[src/rtl/st_selftest_pkg.sv]
package st_selftest_pkg;

    typedef enum logic [2:0] {
        SQ_LAUNCH,
        SQ_AWAIT,
        SQ_BROKEN,
        SQ_HANDOFF,
        SQ_RPT_LAUNCH,
        SQ_RPT_AWAIT
    } sq_state_e;

    // Outcome of one completion strobe, decoded once and shared by the blocks.
    typedef struct packed {
        logic pass_step;   // step passed, more steps follow
        logic pass_end;    // step passed and it was the last of the pass
        logic fail;        // step reported a failure
    } sq_event_t;

    // Index that follows cur; an index equal to skip_idx is stepped over
    // when skipping is enabled.
    function automatic int next_index(input int cur, input int skip_idx,
                                      input logic skip_en);
        int r;
        r = cur + 1;
        if (skip_en && r == skip_idx) r = r + 1;
        return r;
    endfunction

    // Index that opens a pass.
    function automatic int first_index(input int skip_idx, input logic skip_en);
        return (skip_en && skip_idx == 0) ? 1 : 0;
    endfunction

endpackage

[src/rtl/st_index_ctl.sv]
module st_index_ctl
    import st_selftest_pkg::*;
#(
    parameter int NUM_STEPS = 6,
    parameter int NVW_STEP  = 2,
    parameter int IDX_W     = 3
) (
    input  logic             clk,
    input  logic             rst,
    input  logic             restart,
    input  logic             advance,
    input  logic             skip_en,
    input  logic             first_skip,
    output logic [IDX_W-1:0] idx,
    output logic             is_last
);

    int nxt_i;
    int first_i;

    always_comb begin
        nxt_i   = next_index(int'(idx), NVW_STEP, skip_en);
        first_i = first_index(NVW_STEP, first_skip);
        is_last = (nxt_i >= NUM_STEPS);
    end

    always_ff @(posedge clk) begin
        if (rst) begin
            idx <= '0;
        end else if (restart) begin
            idx <= IDX_W'(first_i);
        end else if (advance) begin
            idx <= IDX_W'(nxt_i);
        end
    end

endmodule

[src/rtl/st_wait_timer.sv]
module st_wait_timer #(
    parameter int CLK_HZ = 50_000_000,
    parameter int WAIT_S = 15
) (
    input  logic clk,
    input  logic rst,
    input  logic run,
    output logic expired
);

    localparam int PRE_W = (CLK_HZ > 1) ? $clog2(CLK_HZ) : 1;
    localparam int SEC_W = (WAIT_S > 1) ? $clog2(WAIT_S) : 1;
    localparam logic [PRE_W-1:0] PRE_TOP = PRE_W'(CLK_HZ - 1);
    localparam logic [SEC_W-1:0] SEC_TOP = SEC_W'(WAIT_S - 1);

    logic [PRE_W-1:0] pre_q;
    logic [SEC_W-1:0] sec_q;
    logic             sec_tick;

    assign sec_tick = (pre_q == PRE_TOP);
    assign expired  = run && sec_tick && (sec_q == SEC_TOP);

    always_ff @(posedge clk) begin
        if (rst || !run) begin
            pre_q <= '0;
            sec_q <= '0;
        end else if (sec_tick) begin
            pre_q <= '0;
            sec_q <= sec_q + 1'b1;
        end else begin
            pre_q <= pre_q + 1'b1;
        end
    end

endmodule

[src/rtl/st_fault_log.sv]
module st_fault_log #(
    parameter int CODE_W = 8
) (
    input  logic              clk,
    input  logic              rst,
    input  logic              capture,
    input  logic              to_mfg,
    input  logic [CODE_W-1:0] code_in,
    output logic [CODE_W-1:0] err_code,
    output logic              nv_we,
    output logic              mfg_we
);

    always_ff @(posedge clk) begin
        if (rst) begin
            err_code <= '0;
            nv_we    <= 1'b0;
            mfg_we   <= 1'b0;
        end else begin
            nv_we  <= capture;
            mfg_we <= capture && to_mfg;
            if (capture) err_code <= code_in;
        end
    end

endmodule

[src/rtl/st_selftest_seq.sv]
module st_selftest_seq
    import st_selftest_pkg::*;
#(
    parameter int NUM_STEPS = 6,
    parameter int NVW_STEP  = 2,
    parameter int CODE_W    = 8,
    parameter int CLK_HZ    = 50_000_000,
    parameter int WAIT_S    = 15
) (
    input  logic              clk,
    input  logic              rst,
    input  logic              loop_mode,
    input  logic              step_done,
    input  logic              step_fail,
    output logic              step_start,
    output logic [CODE_W-1:0] step_idx,
    output logic              ok_led,
    output logic              handoff,
    output logic [CODE_W-1:0] err_code,
    output logic              nv_we,
    output logic              mfg_we,
    output logic              trigger
);

    localparam int IDX_W = (NUM_STEPS > 1) ? $clog2(NUM_STEPS + 1) : 1;

    sq_state_e        state_q;
    logic             loop_q;
    logic             pass1_q;
    logic             ok_q;
    logic             handoff_q;
    logic [IDX_W-1:0] idx;
    logic             is_last;
    logic             wait_over;
    sq_event_t        ev;
    logic             in_await;

    assign in_await     = (state_q == SQ_AWAIT);
    assign ev.fail      = in_await && step_done && step_fail;
    assign ev.pass_step = in_await && step_done && !step_fail && !is_last;
    assign ev.pass_end  = in_await && step_done && !step_fail && is_last;

    st_index_ctl #(
        .NUM_STEPS(NUM_STEPS),
        .NVW_STEP (NVW_STEP),
        .IDX_W    (IDX_W)
    ) u_index (
        .clk       (clk),
        .rst       (rst),
        .restart   (ev.pass_end || wait_over),
        .advance   (ev.pass_step),
        .skip_en   (loop_q && pass1_q),
        .first_skip(loop_q && (pass1_q || ev.pass_end)),
        .idx       (idx),
        .is_last   (is_last)
    );

    st_wait_timer #(
        .CLK_HZ(CLK_HZ),
        .WAIT_S(WAIT_S)
    ) u_timer (
        .clk    (clk),
        .rst    (rst),
        .run    (state_q == SQ_BROKEN),
        .expired(wait_over)
    );

    st_fault_log #(
        .CODE_W(CODE_W)
    ) u_log (
        .clk     (clk),
        .rst     (rst),
        .capture (ev.fail),
        .to_mfg  (loop_q),
        .code_in (step_idx),
        .err_code(err_code),
        .nv_we   (nv_we),
        .mfg_we  (mfg_we)
    );

    always_ff @(posedge clk) begin
        if (rst) begin
            state_q   <= SQ_LAUNCH;
            loop_q    <= loop_mode;
            pass1_q   <= 1'b0;
            ok_q      <= 1'b0;
            handoff_q <= 1'b0;
        end else begin
            case (state_q)
                SQ_LAUNCH: state_q <= SQ_AWAIT;
                SQ_AWAIT: begin
                    if (ev.fail) begin
                        ok_q    <= 1'b0;
                        state_q <= loop_q ? SQ_RPT_LAUNCH : SQ_BROKEN;
                    end else if (ev.pass_end) begin
                        ok_q <= 1'b1;
                        if (loop_q) begin
                            pass1_q <= 1'b1;
                            state_q <= SQ_LAUNCH;
                        end else begin
                            handoff_q <= 1'b1;
                            state_q   <= SQ_HANDOFF;
                        end
                    end else if (ev.pass_step) begin
                        state_q <= SQ_LAUNCH;
                    end
                end
                SQ_BROKEN:     if (wait_over) state_q <= SQ_LAUNCH;
                SQ_HANDOFF:    state_q <= SQ_HANDOFF;
                SQ_RPT_LAUNCH: state_q <= SQ_RPT_AWAIT;
                SQ_RPT_AWAIT:  if (step_done) state_q <= SQ_RPT_LAUNCH;
                default:       state_q <= SQ_LAUNCH;
            endcase
        end
    end

    assign step_start = !rst && (state_q == SQ_LAUNCH || state_q == SQ_RPT_LAUNCH);
    assign trigger    = !rst && (state_q == SQ_RPT_LAUNCH);
    assign step_idx   = CODE_W'(idx);
    assign ok_led     = ok_q;
    assign handoff    = handoff_q;

endmodule

[config.mk]
export PLATFORM = sky130hd
export DESIGN_NAME = st_selftest_seq
export DESIGN_NICKNAME = d
export VERILOG_FILES = /design/src/rtl/st_selftest_pkg.sv /design/src/rtl/st_index_ctl.sv /design/src/rtl/st_wait_timer.sv /design/src/rtl/st_fault_log.sv /design/src/rtl/st_selftest_seq.sv
export SDC_FILE = /design/constraint.sdc
export NUM_CORES = 1
export LEC_CHECK = 0
export BUFFER_PORTS_ARGS = -buffer_cell sky130_fd_sc_hd__buf_2
export CAP_MARGIN = 20
export CORE_MARGIN = 4
export CORE_UTILIZATION = 45
export DETAILED_ROUTE_END_ITERATION = 6
export PLACE_DENSITY = 0.67
export SETUP_SLACK_MARGIN = 0.3
export SLEW_MARGIN = 25
export SYNTH_ARGS = -nofsm -noshare
export SYNTH_HDL_FRONTEND = slang
export SYNTH_SLANG_ARGS = --single-unit
[constraint.sdc]
create_clock -name clk -period 2.7 [get_ports clk]
set_input_delay 0.27 -clock clk [delete_from_list [all_inputs] [get_ports clk]]
set_output_delay 0.27 -clock clk [all_outputs]
set_load 0.03 [all_outputs]
==> impl_metrics.sql, run 1 <==
INSERT INTO impl_metrics (metric_group, metric, value, unit) VALUES
('outcome', 'status', 'finished clean', ''),
('cts', 'cts.path.max_buffers', '2', ''),
('sta', 'final.setup.worst_slack', '0.622', 'ns'),
('floorplanning', 'floorplan.die_area', '0.00622', 'mm²'),
('global_routing', 'largest_net_degree_at_the_start_of_global_routing', '26', ''),
('cts', 'post_cts.repair.setup_buffers', '0', ''),
('global_routing', 'antenna_found_initial', '0', ''),
('synthesis', 'post-synth-top-area-cell', 'dfxtp_1', ''),
('synthesis', 'post_synth_main_area_contributors', 'dfxtp_1 (39%), a21oi_1 (5.1%), nor2_1 (3.7%)', ''),
('placed_design', 'place.port_buffers', '16', ''),
('synthesis', 'synthDistinctLibCells', '43', ''),
('power_and_ir_drop', 'ir_worst_vdd', '286', 'µV'),
('sta', 'report.final.setup_viol', '0', ''),
('synthesis', 'asyncSetResetFlopFracSynth', '0', '%'),
('drt', 'routedWlPerCell', '12.2', 'µm'),
('cts', 'ctsHoldBuffers', '0', ''),
('synthesis', 'post-synth-top-area-fraction', '39.0', '%'),
('power_and_ir_drop', 'power_per_cell_area', '476', 'mW/mm²'),
('power_and_ir_drop', 'static-leakage-power', '0.000791', 'µW'),
('cts', 'cts_repair_resize_count', '0', ''),
('synthesis', 'synth_edf_count', '1', ''),
('cells_and_area', 'antenna_cells_inserted', '0', ''),
('sta', 'fin_hold_ws', '0.140', 'ns'),
('global_routing', 'overall_overflow_remaining_after_global_route', '0', ''),
('synthesis', 'main_combinational_cell_family_by_area_after_synthesis', 'simple AND/OR/NAND/NOR gates', ''),
('floorplanning', 'initial_core_util', '47.2', '%'),
('synthesis', 'post_synth_inst_count', '265', ''),
('cells_and_area', 'multi_input_area', '0.00119', 'mm²'),
('cells_and_area', 'fin_nets', '285', ''),
('power_and_ir_drop', 'power_switching', '271', 'µW'),
('power_and_ir_drop', 'combinational_cell_fraction_of_total_power', '5.8', '%'),
('cells_and_area', 'final_design_area_no_fill', '0.00241', 'mm²'),
('worst_setup_path', 'path_max_fanout', '13', ''),
('drt', 'drt_first_iter_violations', '131', ''),
('synthesis', 'synth_area', '0.00226', 'mm²'),
('sta', 'timing.final.crit_share', '77.0', '%'),
('drt', 'drc_violation_count_after_routing', '0', ''),
('cells_and_area', 'mostFrequentLayoutCell', 'dfxtp_1', ''),
('synthesis', 'simple_gate_share_of_the_synthesized_area', '27.2', '%'),
('drt', 'routed_wirelength', '4180', 'µm'),
('placed_design', 'placement_stage_worst_setup_slack', '0.645', 'ns'),
('worst_setup_path', 'worstPathArrival', '2.31', 'ns'),
('worst_setup_path', 'slowest_delay', '0.62', 'ns'),
('sta', 'period_minus_slack', '2.08', 'ns'),
('power_and_ir_drop', 'power.share.clock', '34.6', '%'),
('run', 'cap_viol_max_count', '0', ''),
('placed_design', 'place.gp.congestion', '0.779', ''),
('floorplanning', 'design.core.area', '0.00479', 'mm²'),
('worst_setup_path', 'worst_setup_path_end_kind', 'flip-flop', ''),
('cells_and_area', 'p_r_area_growth_vs_syn', '6.42', '%'),
('global_routing', 'grt_first_pass_wirelength', '7080', 'µm'),
('power_and_ir_drop', 'p_seq_share', '59.5', '%'),
('cells_and_area', 'sequential_cell_area', '911', 'µm²'),
('synthesis', 'post_synth_fa_ha_maj_area_fraction', '3.32', '%'),
('hold_path', 'worstHoldPathType', 'in -> reg', ''),
('synthesis', 'synth_xor_area_share', '4.65', '%'),
('drt', 'drt.antenna.violating_nets', '0', ''),
('synthesis', 'avgSynthCellArea', '8.53', 'µm²'),
('sta', 'unrepaired_setup_endpoints_after_global_routing', 'false', ''),
('worst_setup_path', 'criticalPathCategory', 'reg -> reg', ''),
('synthesis', 'yosysWarningCount', '0', ''),
('global_routing', 'grt_pass1_vias', '1592', ''),
('cts', 'clk_latency', '0.30', 'ns'),
('cells_and_area', 'layout.cells.most_common_list', 'dfxtp_1 (44), a21oi_1 (23), nor2_1 (22)', ''),
('cts', 'cts_made_buffers', '5', ''),
('power_and_ir_drop', 'design_power_total', '1140', 'µW'),
('cts', 'clk_pin_slew_worst_paths', '0.08', 'ns'),
('drt', 'vias', '1810', ''),
('sta', 'final_hold_viol_count', '0', ''),
('placed_design', 'dp.final_hpwl', '2890', 'µm'),
('floorplanning', 'io-pin-count', '27', '');
-- cells by family (layout without fill, tap and decap cells) --
group	after synthesis	in the layout
other cells	1	10
simple gates	106	106
compound gates	53	53
flops	45	45
xor+xnor	12	12
fa+ha+maj	6	6
buf+inv	38	39
mux	4	4
-- final timing paths --
check                                      start                 to  slack (ns)
worst max register to register  u_timer.pre_q[0]  u_timer.pre_q[22]        0.62
worst min-delay path                   loop_mode             loop_q        0.14
worst max-delay path            u_timer.pre_q[0]  u_timer.pre_q[22]        0.62
worst min register to register           handoff            handoff        0.45
-- layer usage --
metal	vias to the layer above	global-route usage, %	wire [µm]
met4	0	7.04	80
met2	34	22.0	1810
met1	813	18.3	2070
li1	956	-	-
met5	-	0	0
met3	7	4.31	225
-- stage by stage --
stage | instances | utilization, %
2_1_floorplan | 274 | -
3_3_place_gp | 334 | 48.6
3_5_place_dp | 334 | 48.6
4_1_cts | 342 | 50.3
5_1_grt | 342 | 50.3
6_report | 342 | 50.3
-- flip-flops by register name, summed over array words and instances (netlist names) --
signal,count
u_log.mfg_we,1
handoff,1
loop_q,1
pass1_q,1
u_timer.sec_q,4
state_q,3
u_timer.pre_q,26
ok_led,1
u_log.err_code,3
u_index.idx,3
u_log.nv_we,1
-- power groups by stage --
stage          registers (µW)  logic (µW)  clock network [µW]
2_1_floorplan             700        59.6                   0
3_3_place_gp              697        65.6                   0
3_5_place_dp              697        66.4                   0
4_1_cts                   681        66.5                 417
5_1_grt                   683        72.6                 453
6_report                  681        66.7                 396
-- cell type report --
class	count	area share, %
clock buffers	8	3.33
repair buffers	17	3.64
multi-input cells	191	49.5
inverters	14	2.18
flip-flops and latches	45	37.9
well taps	67	3.48
-- Yosys cell counts, types with 9 or more instances --
cell	count
nand3_1	13
dfxtp_1	44
inv_1	14
buf_4	10
nand2_1	13
a21oi_1	23
clkbuf_1	9
o21ai_0	13
nand4_1	13
nor2_1	22
-- critical path, delay by kind of cell, from the launching register on --
kind	cells	cell delay [ns]
AO/OA/AOI/OAI	1	0.15
adder cells (fa/ha/maj)	1	0.31
buffers and inverters	1	0.07
flip-flops	1	0.36
AND/OR/NAND/NOR	2	1.12
(Power assumes the default switching activity.)
==> inputs of run 2 (changes only) <==
PLACE_DENSITY = 0.7   (was 0.67)
clock period = 1.9 ns   (was 2.7 ns; I/O delays follow)
==> run 2 against run 1 <==
  * First-iteration DRC count decreased by 11%
  * Utilization up 15 points
  * Critical path depth down 1
  * Global-route usage increased by 2.5 points
  * Clock-buffer cell count shrank 3
  * Clock skew increased by 0.0037 ns
  * Largest power group unchanged
==> impl_metrics.sql, run 2 (same netlist as run 1, synthesis figures left out) <==
INSERT INTO impl_metrics (metric_group, metric, value, unit) VALUES
('worst_setup_path', 'path_delay_family', 'simple AND/OR/NAND/NOR gates', ''),
('worst_setup_path', 'path_max_fanout', '5', ''),
('placed_design', 'placedCellCount', '344', ''),
('cells_and_area', 'finish.cell_count_without_fillers', '379', ''),
('worst_setup_path', 'timing.rr.end', 'u_timer.pre_q[23]', ''),
('power_and_ir_drop', 'ir_worst_vdd', '492', 'µV'),
('worst_setup_path', 'worst_setup_path_end_kind', 'flip-flop', ''),
('drt', 'routedWlPerCell', '13.8', 'µm'),
('drt', 'number_of_vias_per_cell_after_detailed_routing', '5.42', ''),
('cts', 'clk_pin_slew_worst_paths', '0.09', 'ns'),
('cells_and_area', 'mostFrequentLayoutCell', 'buf_4', ''),
('cells_and_area', 'ratio_of_cells_with_drive_above_1_in_the_final_layout', '39.7', '%'),
('placed_design', 'dp.final_hpwl', '2990', 'µm'),
('hold_path', 'timing.hold.worst_endpoint', 'loop_q', ''),
('worst_setup_path', 'slowest_delay', '0.55', 'ns'),
('sta', 'unrepaired_setup_endpoints_after_global_routing', 'true', ''),
('cells_and_area', 'layout.cells.most_common_list', 'buf_4 (27), dfxtp_1 (25), nor2_1 (22)', ''),
('cts', 'clk_latency', '0.31', 'ns'),
('floorplanning', 'row_count', '25', ''),
('cells_and_area', 'regMostFlops', 'u_timer.pre_q', ''),
('cts', 'cts-root-buf', 'clkbuf_8', ''),
('drt', 'drt-met1-wl', '2330', 'µm'),
('floorplanning', 'io-pin-count', '27', ''),
('global_routing', 'overall_overflow_remaining_after_global_route', '0', ''),
('drt', 'vias', '2054', ''),
('floorplanning', 'initial_core_util', '47.2', '%'),
('cells_and_area', 'p_r_area_growth_vs_syn', '37.8', '%'),
('floorplanning', 'chipHeight', '78.9', 'µm'),
('worst_setup_path', 'r2r_setup_slack', '0.17', 'ns'),
('floorplanning', 'die_width', '78.9', 'µm'),
('worst_setup_path', 'criticalPathCategory', 'reg -> reg', ''),
('cells_and_area', 'final_design_area_no_fill', '0.00312', 'mm²'),
('drt', 'drc_violation_count_after_routing', '0', ''),
('hold_path', 'whs_path_depth', '1', ''),
('sta', 'tns', '0', 'ns'),
('sta', 'period_minus_slack', '1.73', 'ns'),
('drt', 'drt_first_iter_violations', '116', ''),
('drt', 'highest_layer', 'met4', ''),
('global_routing', 'globalRouteTotalUtil', '16.8', '%'),
('outcome', 'status', 'finished clean', ''),
('drt', 'detailroute.wirelength.met3', '272', 'µm'),
('sta', 'maxSlewViolCount', '0', ''),
('worst_setup_path', 'worstPathArrival', '1.97', 'ns'),
('hold_path', 'worstHoldPathType', 'in -> reg', ''),
('sta', 'clock_skew', '0.0134', 'ns'),
('power_and_ir_drop', 'power_per_cell_area', '622', 'mW/mm²'),
('power_and_ir_drop', 'static-leakage-power', '0.00108', 'µW'),
('cts', 'cts_made_buffers', '5', ''),
('worst_setup_path', 'slowest_stage', 'or4_4', ''),
('floorplanning', 'floorplan.die_area', '0.00622', 'mm²'),
('cells_and_area', 'largest_register_ff_count', '26', ''),
('hold_path', 'worst_hold_start', 'loop_mode', ''),
('global_routing', 'grt_first_pass_wirelength', '8460', 'µm'),
('worst_setup_path', 'cp.buffers_inverters', '0', ''),
('cells_and_area', 'antenna_cells_inserted', '0', ''),
('sta', 'report.final.setup_viol', '0', ''),
('drt', 'drt.antenna.violating_nets', '0', ''),
('global_routing', 'antenna_found_initial', '0', ''),
('cells_and_area', 'final_util', '65.1', '%'),
('placed_design', 'place.gp.congestion', '0.807', ''),
('cells_and_area', 'sequential_cell_area', '962', 'µm²'),
('cells_and_area', 'layout_top_registers', 'u_timer.pre_q x26, u_timer.sec_q x4', ''),
('worst_setup_path', 'worstPathRequired', '2.14', 'ns'),
('placed_design', 'place.port_buffers', '16', ''),
('global_routing', 'largest_net_degree_at_the_start_of_global_routing', '26', ''),
('cts', 'clock_sinks', '45', ''),
('worst_setup_path', 'critical_path.cell_chain', 'nand3_4 > or4_4 > or4_1 > a21oi_1', ''),
('sta', 'timing.final.crit_share', '91.0', '%'),
('cts', 'ctsHoldBuffers', '0', ''),
('floorplanning', 'design.core.area', '0.00479', 'mm²'),
('worst_setup_path', 'r2r.worst_path.cells', '4', ''),
('global_routing', 'grt_pass1_vias', '1864', ''),
('run', 'cap_viol_max_count', '0', ''),
('cells_and_area', 'number_of_filler_instances_in_the_final_layout', '379', ''),
('drt', 'dr.pass1.iters', '4', ''),
('worst_setup_path', 'crit_path_start_kind', 'flip-flop', ''),
('cells_and_area', 'fin_nets', '322', ''),
('cells_and_area', 'multi_input_area', '0.00148', 'mm²'),
('sta', 'final_hold_viol_count', '0', ''),
('sta', 'max_clock_freq', '0.578', 'GHz'),
('cts', 'cts_tree', 'built', ''),
('sta', 'fin_hold_ws', '0.0557', 'ns'),
('cts', 'ctsHtreeMaxLevel', '2', ''),
('drt', 'dr_wl_met2', '2540', 'µm'),
('worst_setup_path', 'reg_to_reg_start', 'u_timer.pre_q[10]', ''),
('cts', 'cts.path.max_buffers', '2', ''),
('drt', 'routed_wirelength', '5220', 'µm'),
('placed_design', 'post_dp_cell_area', '0.00251', 'mm²');
[run 2: how the worst max path moves through the flow]
stage,start,slack [ns],cells past startpoint,end
3_5_place_dp,u_timer.pre_q[10],0.09,4,u_timer.pre_q[25]
4_1_cts,u_timer.pre_q[0],0.18,4,u_timer.pre_q[23]
3_3_place_gp,u_timer.pre_q[9],0.13,4,u_timer.pre_q[23]
2_1_floorplan,u_timer.pre_q[7],0.24,4,u_timer.pre_q[23]
5_1_grt,u_timer.pre_q[10],0.14,4,u_timer.pre_q[23]
6_report,u_timer.pre_q[10],0.17,4,u_timer.pre_q[23]
[run 2: cell type report]
type	instances	area share (%)
multi-input combinational	193	47.5
sequential	45	30.9
timing repair buffer	52	12.9
tap	67	2.69
clock buffer	5	2.21
clock inverter	3	2.09
inverter	14	1.77
[run 2: worst register-to-register path: cells and delay by family, from the launching register on]
family,cells,cell delay [ns]
AOI/OAI and AO/OA,1,0.12
and+or+nand+nor,3,1.17
DFF,1,0.38
[run 2: timing repair]
action,4_1_cts,5_1_grt
pin swaps,7,17
setup endpoints to repair,34,37
setup buffers,19,6
resized for setup,31,36
gates cloned,2,0
[run 2: report_power, final]
part	total [µW]	internal [µW]	leakage (µW)	switching, µW
logic	124	42.8	0.000631	81.5
clock network	857	523	0.0000681	335
registers	956	941	0.000378	15.2
[run 2: stage by stage]
step,power (µW),setup WS (ns)
floorplan,1080,0.237
global placement,1090,0.128
detailed placement,1090,0.0865
CTS,1940,0.176
global route,2010,0.135
finish,1940,0.171
[run 2: metal layers]
metal / GRT usage, % / vias to the layer above
li1: - / 1042
met1: 20.3 / 955
met2: 29.0 / 49
met3: 4.88 / 8
met4: 4.98 / 0
met5: 0 / -
